`src/rtl/burst_alias_pkg.sv`:
```
package burst_alias_pkg;

  localparam int WORD_W        = 16;
  localparam int LEN_W         = 5;
  localparam int BASE_W        = 5;
  localparam int LEN_LSB       = 8;
  localparam int BASE_LSB      = 0;
  localparam int MAX_BURST_LEN = 17;

  typedef struct packed {
    logic [LEN_W-1:0]  len;
    logic [BASE_W-1:0] base;
  } burst_cfg_t;

  // Place the configuration fields in a bus word; every other bit stays zero.
  function automatic logic [WORD_W-1:0] pack_cfg(burst_cfg_t cfg);
    logic [WORD_W-1:0] w;
    w = '0;
    w[LEN_LSB  +: LEN_W]  = cfg.len;
    w[BASE_LSB +: BASE_W] = cfg.base;
    return w;
  endfunction

endpackage

```
`src/rtl/alias_addr_decode.sv`:
```
module alias_addr_decode #(
  parameter int SLOT_W     = 6,
  parameter int SEL_W      = 6,
  parameter int BASE_W     = 5,
  parameter int IDX_W      = 5,
  parameter int NUM_REGS   = 18,
  parameter int CTRL_SLOT  = 18,
  parameter int ALIAS_SLOT = 19
) (
  input  logic [SLOT_W-1:0] slot,
  input  logic [BASE_W-1:0] base,
  input  logic [IDX_W-1:0]  idx,
  input  logic              we,
  input  logic              re,
  output logic              is_ctrl,
  output logic              is_alias,
  output logic [SEL_W-1:0]  sel,
  output logic              sel_hit,
  output logic              alias_step,
  output logic              ctrl_wr,
  output logic              bank_wr
);

  localparam logic [SLOT_W-1:0] CTRL_S  = SLOT_W'(CTRL_SLOT);
  localparam logic [SLOT_W-1:0] ALIAS_S = SLOT_W'(ALIAS_SLOT);
  localparam logic [SEL_W-1:0]  NREG_S  = SEL_W'(NUM_REGS);

  logic [SEL_W-1:0] tgt_sel;
  logic [SEL_W-1:0] direct_sel;

  always_comb begin
    is_ctrl    = (slot == CTRL_S);
    is_alias   = (slot == ALIAS_S);
    // Sum is formed at SEL_W bits, wide enough for base + idx with no wrap.
    tgt_sel    = SEL_W'(base) + SEL_W'(idx);
    direct_sel = SEL_W'(slot);
    sel        = is_alias ? tgt_sel : direct_sel;
    sel_hit    = !is_ctrl && (sel < NREG_S);
    alias_step = is_alias && (we || re);
    ctrl_wr    = is_ctrl && we;
    bank_wr    = we && sel_hit;
  end

endmodule

```
`src/rtl/burst_cfg_reg.sv`:
```
module burst_cfg_reg
  import burst_alias_pkg::*;
(
  input  logic       clk,
  input  logic       rst_n,
  input  logic       wr_en,
  input  burst_cfg_t wr_cfg,
  output burst_cfg_t cfg
);

  burst_cfg_t cfg_q;
  burst_cfg_t cfg_d;

  always_comb begin
    cfg_d = cfg_q;
    if (wr_en) begin
      cfg_d = wr_cfg;
    end
  end

  always_ff @(posedge clk or negedge rst_n) begin
    if (!rst_n) begin
      cfg_q <= '0;
    end else begin
      cfg_q <= cfg_d;
    end
  end

  assign cfg = cfg_q;

endmodule

```
`src/rtl/burst_index_seq.sv`:
```
module burst_index_seq #(
  parameter int LEN_W   = 5,
  parameter int MAX_LEN = 17
) (
  input  logic             clk,
  input  logic             rst_n,
  input  logic             step,
  input  logic             clear,
  input  logic [LEN_W-1:0] len,
  output logic [LEN_W-1:0] idx
);

  localparam logic [LEN_W-1:0] MAX_L = LEN_W'(MAX_LEN);

  logic [LEN_W-1:0] idx_q;
  logic [LEN_W-1:0] idx_d;
  logic [LEN_W-1:0] len_eff;
  logic             last_beat;
  logic             idx_en;

  always_comb begin
    len_eff   = (len > MAX_L) ? MAX_L : len;
    last_beat = (idx_q >= len_eff);
    idx_en    = clear || step;
    if (clear) begin
      idx_d = '0;
    end else if (last_beat) begin
      idx_d = '0;
    end else begin
      idx_d = idx_q + LEN_W'(1);
    end
  end

  always_ff @(posedge clk or negedge rst_n) begin
    if (!rst_n) begin
      idx_q <= '0;
    end else if (idx_en) begin
      idx_q <= idx_d;
    end
  end

  assign idx = idx_q;

endmodule

```
`src/rtl/burst_reg_bank.sv`:
```
module burst_reg_bank #(
  parameter int NUM_REGS = 18,
  parameter int DATA_W   = 16,
  parameter int SEL_W    = 6
) (
  input  logic              clk,
  input  logic              rst_n,
  input  logic              wr_en,
  input  logic [SEL_W-1:0]  sel,
  input  logic              hit,
  input  logic [DATA_W-1:0] wr_data,
  output logic [DATA_W-1:0] rd_data
);

  logic [DATA_W-1:0] slot_q [NUM_REGS];

  for (genvar g = 0; g < NUM_REGS; g++) begin : g_slot
    localparam logic [SEL_W-1:0] MY_SEL = SEL_W'(g);
    logic              en;
    logic [DATA_W-1:0] q;

    assign en = wr_en && (sel == MY_SEL);

    always_ff @(posedge clk or negedge rst_n) begin
      if (!rst_n) begin
        q <= '0;
      end else if (en) begin
        q <= wr_data;
      end
    end

    assign slot_q[g] = q;
  end

  always_comb begin
    rd_data = '0;
    for (int i = 0; i < NUM_REGS; i++) begin
      if (hit && (sel == SEL_W'(i))) begin
        rd_data = slot_q[i];
      end
    end
  end

endmodule

```
`src/rtl/burst_alias_regfile.sv`:
```
module burst_alias_regfile
  import burst_alias_pkg::*;
#(
  parameter int ADDR_W     = 8,
  parameter int NUM_REGS   = 18,
  parameter int CTRL_ADDR  = 'h48,
  parameter int ALIAS_ADDR = 'h4C
) (
  input  logic              clk,
  input  logic              rst_n,
  input  logic [ADDR_W-1:0] bus_addr,
  input  logic              bus_we,
  input  logic              bus_re,
  input  logic [WORD_W-1:0] bus_wdata,
  output logic [WORD_W-1:0] bus_rdata
);

  localparam int SLOT_W = ADDR_W - 2;
  localparam int SUM_W  = BASE_W + 1;
  localparam int SEL_W  = (SLOT_W > SUM_W) ? SLOT_W : SUM_W;

  // Reset: asserted at once, removed on the second clock edge after release.
  logic [1:0] rst_sync_q;
  logic       rst_sync_n;

  always_ff @(posedge clk or negedge rst_n) begin
    if (!rst_n) begin
      rst_sync_q <= 2'b00;
    end else begin
      rst_sync_q <= {rst_sync_q[0], 1'b1};
    end
  end

  assign rst_sync_n = rst_sync_q[1];

  // The word slot comes from the upper address bits; the byte lane is ignored.
  logic unused_addr_lsb;
  assign unused_addr_lsb = ^bus_addr[1:0];

  burst_cfg_t       cfg;
  burst_cfg_t       wr_cfg;
  logic [LEN_W-1:0] burst_idx;
  logic             dec_is_ctrl;
  logic             dec_is_alias;
  logic [SEL_W-1:0] sel;
  logic             sel_hit;
  logic             alias_step;
  logic             ctrl_wr;
  logic             bank_wr;
  logic [WORD_W-1:0] bank_rd;
  logic [WORD_W-1:0] rd_d;
  logic [WORD_W-1:0] rd_q;

  alias_addr_decode #(
    .SLOT_W    (SLOT_W),
    .SEL_W     (SEL_W),
    .BASE_W    (BASE_W),
    .IDX_W     (LEN_W),
    .NUM_REGS  (NUM_REGS),
    .CTRL_SLOT (CTRL_ADDR / 4),
    .ALIAS_SLOT(ALIAS_ADDR / 4)
  ) u_decode (
    .slot      (bus_addr[ADDR_W-1:2]),
    .base      (cfg.base),
    .idx       (burst_idx),
    .we        (bus_we),
    .re        (bus_re),
    .is_ctrl   (dec_is_ctrl),
    .is_alias  (dec_is_alias),
    .sel       (sel),
    .sel_hit   (sel_hit),
    .alias_step(alias_step),
    .ctrl_wr   (ctrl_wr),
    .bank_wr   (bank_wr)
  );

  assign wr_cfg.len  = bus_wdata[LEN_LSB  +: LEN_W];
  assign wr_cfg.base = bus_wdata[BASE_LSB +: BASE_W];

  burst_cfg_reg u_cfg (
    .clk   (clk),
    .rst_n (rst_sync_n),
    .wr_en (ctrl_wr),
    .wr_cfg(wr_cfg),
    .cfg   (cfg)
  );

  burst_index_seq #(
    .LEN_W  (LEN_W),
    .MAX_LEN(MAX_BURST_LEN)
  ) u_seq (
    .clk  (clk),
    .rst_n(rst_sync_n),
    .step (alias_step),
    .clear(ctrl_wr),
    .len  (cfg.len),
    .idx  (burst_idx)
  );

  burst_reg_bank #(
    .NUM_REGS(NUM_REGS),
    .DATA_W  (WORD_W),
    .SEL_W   (SEL_W)
  ) u_bank (
    .clk    (clk),
    .rst_n  (rst_sync_n),
    .wr_en  (bank_wr),
    .sel    (sel),
    .hit    (sel_hit),
    .wr_data(bus_wdata),
    .rd_data(bank_rd)
  );

  // Read return: configuration word, addressed bank slot, or zero.
  always_comb begin
    rd_d = dec_is_ctrl ? pack_cfg(cfg) : bank_rd;
  end

  always_ff @(posedge clk or negedge rst_sync_n) begin
    if (!rst_sync_n) begin
      rd_q <= '0;
    end else if (bus_re) begin
      rd_q <= rd_d;
    end
  end

  assign bus_rdata = rd_q;

endmodule

```
`config.mk`:
```
export PLATFORM = sky130hd
export DESIGN_NAME = burst_alias_regfile
export DESIGN_NICKNAME = d
export VERILOG_FILES = /design/src/rtl/burst_alias_pkg.sv /design/src/rtl/alias_addr_decode.sv /design/src/rtl/burst_cfg_reg.sv /design/src/rtl/burst_index_seq.sv /design/src/rtl/burst_reg_bank.sv /design/src/rtl/burst_alias_regfile.sv
export SDC_FILE = /design/constraint.sdc
export NUM_CORES = 1
export LEC_CHECK = 0
export ABC_AREA = 1
export BUFFER_PORTS_ARGS = -buffer_cell sky130_fd_sc_hd__buf_2
export CELL_PAD_IN_SITES_DETAIL_PLACEMENT = 0
export CELL_PAD_IN_SITES_GLOBAL_PLACEMENT = 1
export CORE_MARGIN = 2
export CORE_UTILIZATION = 45
export DETAILED_ROUTE_END_ITERATION = 16
export PLACE_DENSITY = 0.87
export SETUP_SLACK_MARGIN = 0.1
export SLEW_MARGIN = 10
export SYNTH_ARGS = -nofsm -noshare
export SYNTH_HDL_FRONTEND = slang
export SYNTH_HIERARCHICAL = 1
export SYNTH_SLANG_ARGS = --single-unit
```
`constraint.sdc`:
```
create_clock -name clk -period 17.6 [get_ports clk]
set_input_delay 5.28 -clock clk [delete_from_list [all_inputs] [get_ports clk]]
set_output_delay 5.28 -clock clk [all_outputs]
set_load 0.02 [all_outputs]
```
# [Word-level counts from Yosys, hierarchy flattened]
# Cells that the tools add are included.
[word_totals] register_bits=321 latch_bits=0 ram_bits=0 mem_bits_ro=0 input_bits=28 out_inout_bits=16 wordCells=114 mem_count=0
[op_classes] n_addsub=2 multipliers=0 div=0 order_cmp=3 n_eq_ne=19 shifts=0 mux=23 bitwise_logic=0 n_reduce_logical=44
[op_table] operator="16-bit 2-to-1 mux" count=19
[op_table] operator="6-bit by 4-bit equality test with 1-bit output, second input constant" count=8
[op_table] operator="1-bit logical AND" count=40
[op_table] operator="6-bit by 3-bit equality test with 1-bit output, second input constant" count=4
[op_table] operator="6-bit by 5-bit equality test with 1-bit output, second input constant" count=4
[op_table] operator="5-bit 2-to-1 mux" count=3
[op_table] operator="6-bit by 2-bit equality test with 1-bit output, second input constant" count=2
[op_table] operator="5-bit by 5-bit adder with 6-bit output" count=1
[op_table] operator="6-bit by 1-bit equality test with 1-bit output, second input constant" count=1
[op_table] operator="6-bit logical NOT" count=1
[op_table] operator="6-bit by 5-bit < comparator with 1-bit output, second input constant" count=1
[op_table] operator="6-bit 2-to-1 mux" count=1
[op_table] operator="5-bit by 1-bit adder with 5-bit output, second input constant" count=1
[op_table] operator="5-bit greater-or-equal comparator" count=1
[op_table] operator="5-bit > comparator, second input constant" count=1
[op_table] operator="1-bit logical OR" count=2
[op_table] operator="1-bit logical NOT" count=1

# [Depth between registers and ports, before layout]
[logic_depth] word_depth=24 ltp_mapped=28 mapped_depth_nobuf=27

# [By module]
# Netlist, hierarchy kept.
[by_module_without_submodules] module="burst_reg_bank" n_inst=1 cells_each=1566 area_per_inst_um2=12836.1 seq_area_each_um2=7206.9
[by_module_without_submodules] module="burst_alias_regfile" n_inst=1 cells_each=114 area_per_inst_um2=905.9 seq_area_each_um2=450.4
[by_module_without_submodules] module="burst_index_seq" n_inst=1 cells_each=56 area_per_inst_um2=405.4 seq_area_each_um2=125.1
[by_module_without_submodules] module="burst_cfg_reg" n_inst=1 cells_each=42 area_per_inst_um2=377.9 seq_area_each_um2=250.2
[by_module_without_submodules] module="alias_addr_decode" n_inst=1 cells_each=67 area_per_inst_um2=364.1 seq_area_each_um2=0.0

# [Least setup slack after synthesis]
# No wires, ideal clock.
[synth_timing] kind="in2reg" from="input port bus_addr[4]" to="register rd_q[2] (netlist: bus_rdata[2])" setup_time_ns=0.117 arrival_ns=7.403 t_required_ns=17.483 path_slack_ns=10.080 stages=26 path_buffers=2 path_cell_list="nor2_2 -> nand2_2 -> nor2_4 -> inv_2 -> nor2_2 -> nand2_1 -> nand2_1 -> nor2_1 -> nand2_1 -> inv_1 -> buf_2 -> clkbuf_1 -> nand4_1 -> nand2_1 -> nor2_1 -> nand4_1 -> nor2_1 -> nand4_1 -> nor2_1 -> nand4_1 -> nor2_1 -> nand4_1 -> inv_1 -> nand2_1 -> nand3_1 -> nand2_1"
[synth_between] elab_chain_cells=24 word_cells_on_any_way=61 cone_classes="1 x order compare; 19 x eq/ne; 20 x mux; 21 x reduce/logical"
[synth_lines] element="start: declaration" line_no="burst_alias_regfile.sv:11" source="input logic [ADDR_W-1:0] bus_addr,"
[synth_lines] element="6-bit by 5-bit equality test with 1-bit output (*)" line_no="alias_addr_decode.sv:33" source="is_alias = (slot == ALIAS_S);"
[synth_lines] element="named net dec_is_alias" line_no="burst_alias_regfile.sv:44" source="logic dec_is_alias;"
[synth_lines] element="6-bit 2-to-1 mux (*)" line_no="alias_addr_decode.sv:37" source="sel = is_alias ? tgt_sel : direct_sel;"
[synth_lines] element="named net sel[5]" line_no="burst_alias_regfile.sv:45" source="logic [SEL_W-1:0] sel;"
[synth_lines] element="6-bit by 5-bit < comparator with 1-bit output (*)" line_no="alias_addr_decode.sv:38" source="sel_hit = !is_ctrl && (sel < NREG_S);"
[synth_lines] element="1-bit logical AND (*)" line_no="alias_addr_decode.sv:38"
[synth_lines] element="named net sel_hit" line_no="burst_alias_regfile.sv:46" source="logic sel_hit;"
[synth_lines] element="1-bit logical AND" line_no="burst_reg_bank.sv:38" source="if (hit && (sel == SEL_W'(i))) begin"
[synth_lines] element="16-bit 2-to-1 mux (17 in series)" line_no="burst_reg_bank.sv:38"
[synth_lines] element="16-bit 2-to-1 mux (*)" line_no="burst_reg_bank.sv:38"
[synth_lines] element="named net bank_rd[2]" line_no="burst_alias_regfile.sv:50" source="logic [WORD_W-1:0] bank_rd;"
[synth_lines] element="16-bit 2-to-1 mux (*)" line_no="burst_alias_regfile.sv:116" source="rd_d = dec_is_ctrl ? pack_cfg(cfg) : bank_rd;"
[synth_lines] element="end signal: assignment" line_no="burst_alias_regfile.sv:123" source="rd_q <= rd_d;"
[synth_lines] element="end: declaration" line_no="burst_alias_regfile.sv:52" source="logic [WORD_W-1:0] rd_q;"
# Mark *: on every way through the listed nets, which the timed path passes. The rest lies on a longest branch.
# A chain may end at the register's enable or synchronous reset.

# [Final worst setup path]
[layout_timing] from="input port bus_addr[7]" to="register rd_q[0] (netlist: bus_rdata[0])"
[layout_between] elab_chain_cells=24 word_cells_on_any_way=61 cone_classes="1 x order compare; 19 x eq/ne; 20 x mux; 21 x reduce/logical"
[layout_lines] element="6-bit by 5-bit equality test with 1-bit output" line_no="alias_addr_decode.sv:33"
[layout_lines] element="6-bit 2-to-1 mux" line_no="alias_addr_decode.sv:37"
[layout_lines] element="6-bit by 5-bit < comparator with 1-bit output" line_no="alias_addr_decode.sv:38"
[layout_lines] element="1-bit logical AND (*)" line_no="alias_addr_decode.sv:38"
[layout_lines] element="named net sel_hit" line_no="burst_alias_regfile.sv:46"
[layout_lines] element="1-bit logical AND" line_no="burst_reg_bank.sv:38"
[layout_lines] element="16-bit 2-to-1 mux (17 in series)" line_no="burst_reg_bank.sv:38"
[layout_lines] element="16-bit 2-to-1 mux (*)" line_no="burst_reg_bank.sv:38"
[layout_lines] element="named net bank_rd[0]" line_no="burst_alias_regfile.sv:50"
[layout_lines] element="16-bit 2-to-1 mux (*)" line_no="burst_alias_regfile.sv:116"
# Marks and branches as above.

==> impl_results.md <==
- Core ar.: 32500 µm²
- Clock-pin slew on the worst setup and hold paths: 0.06 ns
- Chip height: 186 µm
- Reg2reg path depth: 26
- Required @ worst endpoint: 18.05 ns
- Layout cell share with drive strength beyond 1: between 8 and 9%
- Post-DR wirelength/cell: between 15 and 20 µm
- CP Launch Type: input port
- # port buffers: 41
- Post-synth ARST share: 100%
- Diode count: 0
- Worst Hold Margin: approximately 0.35 ns
- Post-CTS setup buffer count: 0
- Setup violators final: 0
- Initial Util: a little under half
- Slew HR: 22.2%
- Pleak: 7.72 nW
- Tightest Hold Check Type: reg2reg
- CTS Hold Buffers Added: 0
- Compound-Gate Fraction of Synth Area: about 10%
- Num rows: 66
- Die width: between 150 and 200 µm
- Final #Nets: 1872
- Yosys warns: 6
- CTS root buf: clkbuf_16
- Adder-cell area share of the yosys netlist: 1.06%
- Pre-CTS setup slack: 8.56 ns
- # IOs: 44
- Remaining DRCs: 0
- Post-Synth Simple-Gate Area: 27.8%
- # fillers: 3118
- Fin. Hold Viols: 0
- Routability cong.: slightly above 0.8
- CP endpoint kind: flip-flop
- H-tree levels: 2
- Yosys top cell by area: dfrtp_1
- Sequential area share after synthesis: between 50% and 60%
- Minimum clock period: just under 9 ns
- Total number of vias: 12049
- Vias/cell: about 5.2
- Post-synth design cell area: 14900 µm²
- Slew @ Worst Pin: 1.16 ns
- Post-synthesis xor/xnor area fraction: 0.0588%
- Fmax achieved: 0.115 GHz
- Total CTS buffers: 35
- Total power: 1.68 mW
- Setup ws final: 8.91 ns
- CTS resizes: 0
- Outcome: finished, final reports clean
- Hpwl dp: between 20000 and 25000 µm
- Total Routing Usage GR: about 23%
- Syn Area/Cell: a little over 8 µm²
- Top FF cell, synth: dfrtp_1
- CTS tree: yes
- Initial antenna violation count: 0
- Post-synth top area share: 53.9%
- Clock sink total: ~320
- Number of global-route vias before repair: 10988
- Worst-path maximum fanout: 36
- Final core utilization: 50.6%
- Starting DRC count in detailed routing: roughly 1200
- Largest family of logic cells by synthesized area: simple AND/OR/NAND/NOR gates
- Worst skew pair latency: 0.51 ns
- First-pass iteration count of the detailed router: 6
- Fin Setup TNS: 0 ns
- Gate Count Post-Synth: ~1800
- Yosys cell types: 38
- Post-synth EDFFs: 0
- Yosys reg bits: roughly 320
- Crit share post-route: 49.3%
- Worst Path Class, Setup: in2reg
- Final WL: approximately 38000 µm
- First-pass GRT wire length: 61200 µm
- Largest net degree at the start of global routing: 172
- Max-slew violations: 0
- Max clock buf depth: 3
- Total gr overflow: 0
- Max VDD drop: 0.0550 mV
- RSZ-0062 raised after global routing: false
- Max_cap viols: 0
- Mux cell area share after synthesis: 0%
- Largest cells by area after synthesis: dfrtp_1, nand2_1, o21ai_0
- Data arrival, critical path: 9.13 ns
- Hold depth: 0
- Power Density: slightly above 100 nW/µm²
- Synth Net Count: 1885
- Max Clock Skew: approximately 0.022 ns
- Layout area overhead: 10.6%
- Die area: about 35000 µm²
- Final ANT Viol Nets: 0
[final timing paths]
| path | slack [ns] | to | start |
|---|---|---|---|
| setup reg to reg | 12.76 | bus_rdata[0] | u_seq/idx[0] |
| setup / recovery | 8.91 | bus_rdata[0] | bus_addr[7] |
| hold / removal | 0.35 | rst_sync_q[1] | rst_sync_q[0] |
| max in group asynchronous | 12.94 | rst_sync_q[1] | rst_n |
| hold reg to reg | 0.35 | rst_sync_q[1] | rst_sync_q[0] |
| min in group asynchronous | 0.43 | u_bank/g_slot[4].q[10] | rst_sync_q[1] |
[flip-flops by register name, summed over array words and instances, names as in the netlist]
register,count
u_bank/g_slot.q,288
bus_rdata,16
rst_sync_q,2
u_seq/idx,5
u_cfg/cfg,10
[critical path, cell delays in order]
cell,delay [ns]
buf_2,0.11
inv_1,0.08
nand3_2,0.09
o21ai_0,0.34
nand3_1,0.12
o21ai_1,0.15
nand2_1,0.10
inv_1,0.16
buf_4,0.41
inv_2,0.29
nor3_4,0.81
nand2_1,0.10
nand2_1,0.11
inv_1,0.06
nand4_1,0.10
nand2_1,0.07
nand4_1,0.10
nor2_1,0.08
nand4_1,0.09
nand2_1,0.10
nand4_1,0.09
inv_1,0.04
nand2_1,0.05
nand3_1,0.09
nand2_1,0.08
[power breakdown]
part	switching, mW	internal, mW	leakage (nW)	total [mW]
combinational	0.0858	0.0404	2.73	0.126
clock	0.292	0.451	0.576	0.743
sequential	0.0326	0.783	4.41	0.816
total	0.410	1.27	7.72	1.68
[layout by cell type, fill, tap and decap left out, types with 2 or more instances in the layout]
| cell type | instances |
|---|---|
| or2_2 | 2 |
| nor2_2 | 10 |
| clkbuf_8 | 10 |
| buf_4 | 12 |
| nand4_1 | 79 |
| inv_6 | 2 |
| nor3_2 | 2 |
| bufinv_16 | 3 |
| nand2_4 | 2 |
| buf_2 | 41 |
| ha_1 | 11 |
| inv_1 | 133 |
| inv_2 | 9 |
| o21ai_0 | 289 |
| nor2_4 | 4 |
| nand3_2 | 5 |
| nor2_1 | 135 |
| clkbuf_16 | 35 |
| nor4_4 | 2 |
| nand2_2 | 14 |
| o21ai_1 | 2 |
| o22ai_1 | 3 |
| nand2_1 | 627 |
| nor3_4 | 4 |
| a21oi_1 | 8 |
| dfrtp_1 | 320 |
| nand3_1 | 66 |
| nand3b_1 | 2 |
| nor3_1 | 2 |
| or2_0 | 2 |
| clkinv_2 | 4 |
| clkbuf_1 | 5 |
[synth_stat cells, types with 4 or more instances]
| library cell | n |
|---|---|
| buf_6 | 7 |
| inv_2 | 9 |
| nand2_1 | 627 |
| dfrtp_1 | 321 |
| nor2_2 | 9 |
| nor2_1 | 136 |
| nor3_4 | 4 |
| o21ai_0 | 289 |
| inv_1 | 133 |
| nand4_1 | 79 |
| nor2_4 | 4 |
| clkbuf_1 | 79 |
| nand2_2 | 14 |
| ha_1 | 11 |
| a21oi_1 | 8 |
| nand3_1 | 68 |
| buf_2 | 13 |
[layout make-up]
class	count	area, µm²	share of cell area, %
clock buffers	50	1030	6.27
clock inverters	9	128	0.775
inverters	143	544	3.31
multi-input cells	1277	5850	35.6
flip-flops and latches	321	8040	48.8
well taps	442	553	3.36
repair buffers	54	315	1.92
[routing by layer]
metal	up-vias	GRT usage [%]	part of all wire, %
met2	307	35.9	46
met5	-	0	0
met1	5799	33.3	47
met3	54	3.62	6.0
li1	5889	-	-
met4	0	5.48	1.9
[per-stage QoR]
stage	instances	cell area, µm²
after floorplan	1845	14900
after global placement	2237	15300
after detailed placement	2237	15300
after CTS	2296	16400
after global routing	2296	16500
final	2296	16500
[cell families (layout without fill, tap and decap cells)]
kind of cell    count (synthesis)  count (layout)
compound gates                303             303
xor+xnor                        1               1
fa+ha+maj                      12              12
buf+inv                       247             256
flops                         321             321
other cells                     1               1
simple gates                  960             960
Power figures use the tool's default switching activity.
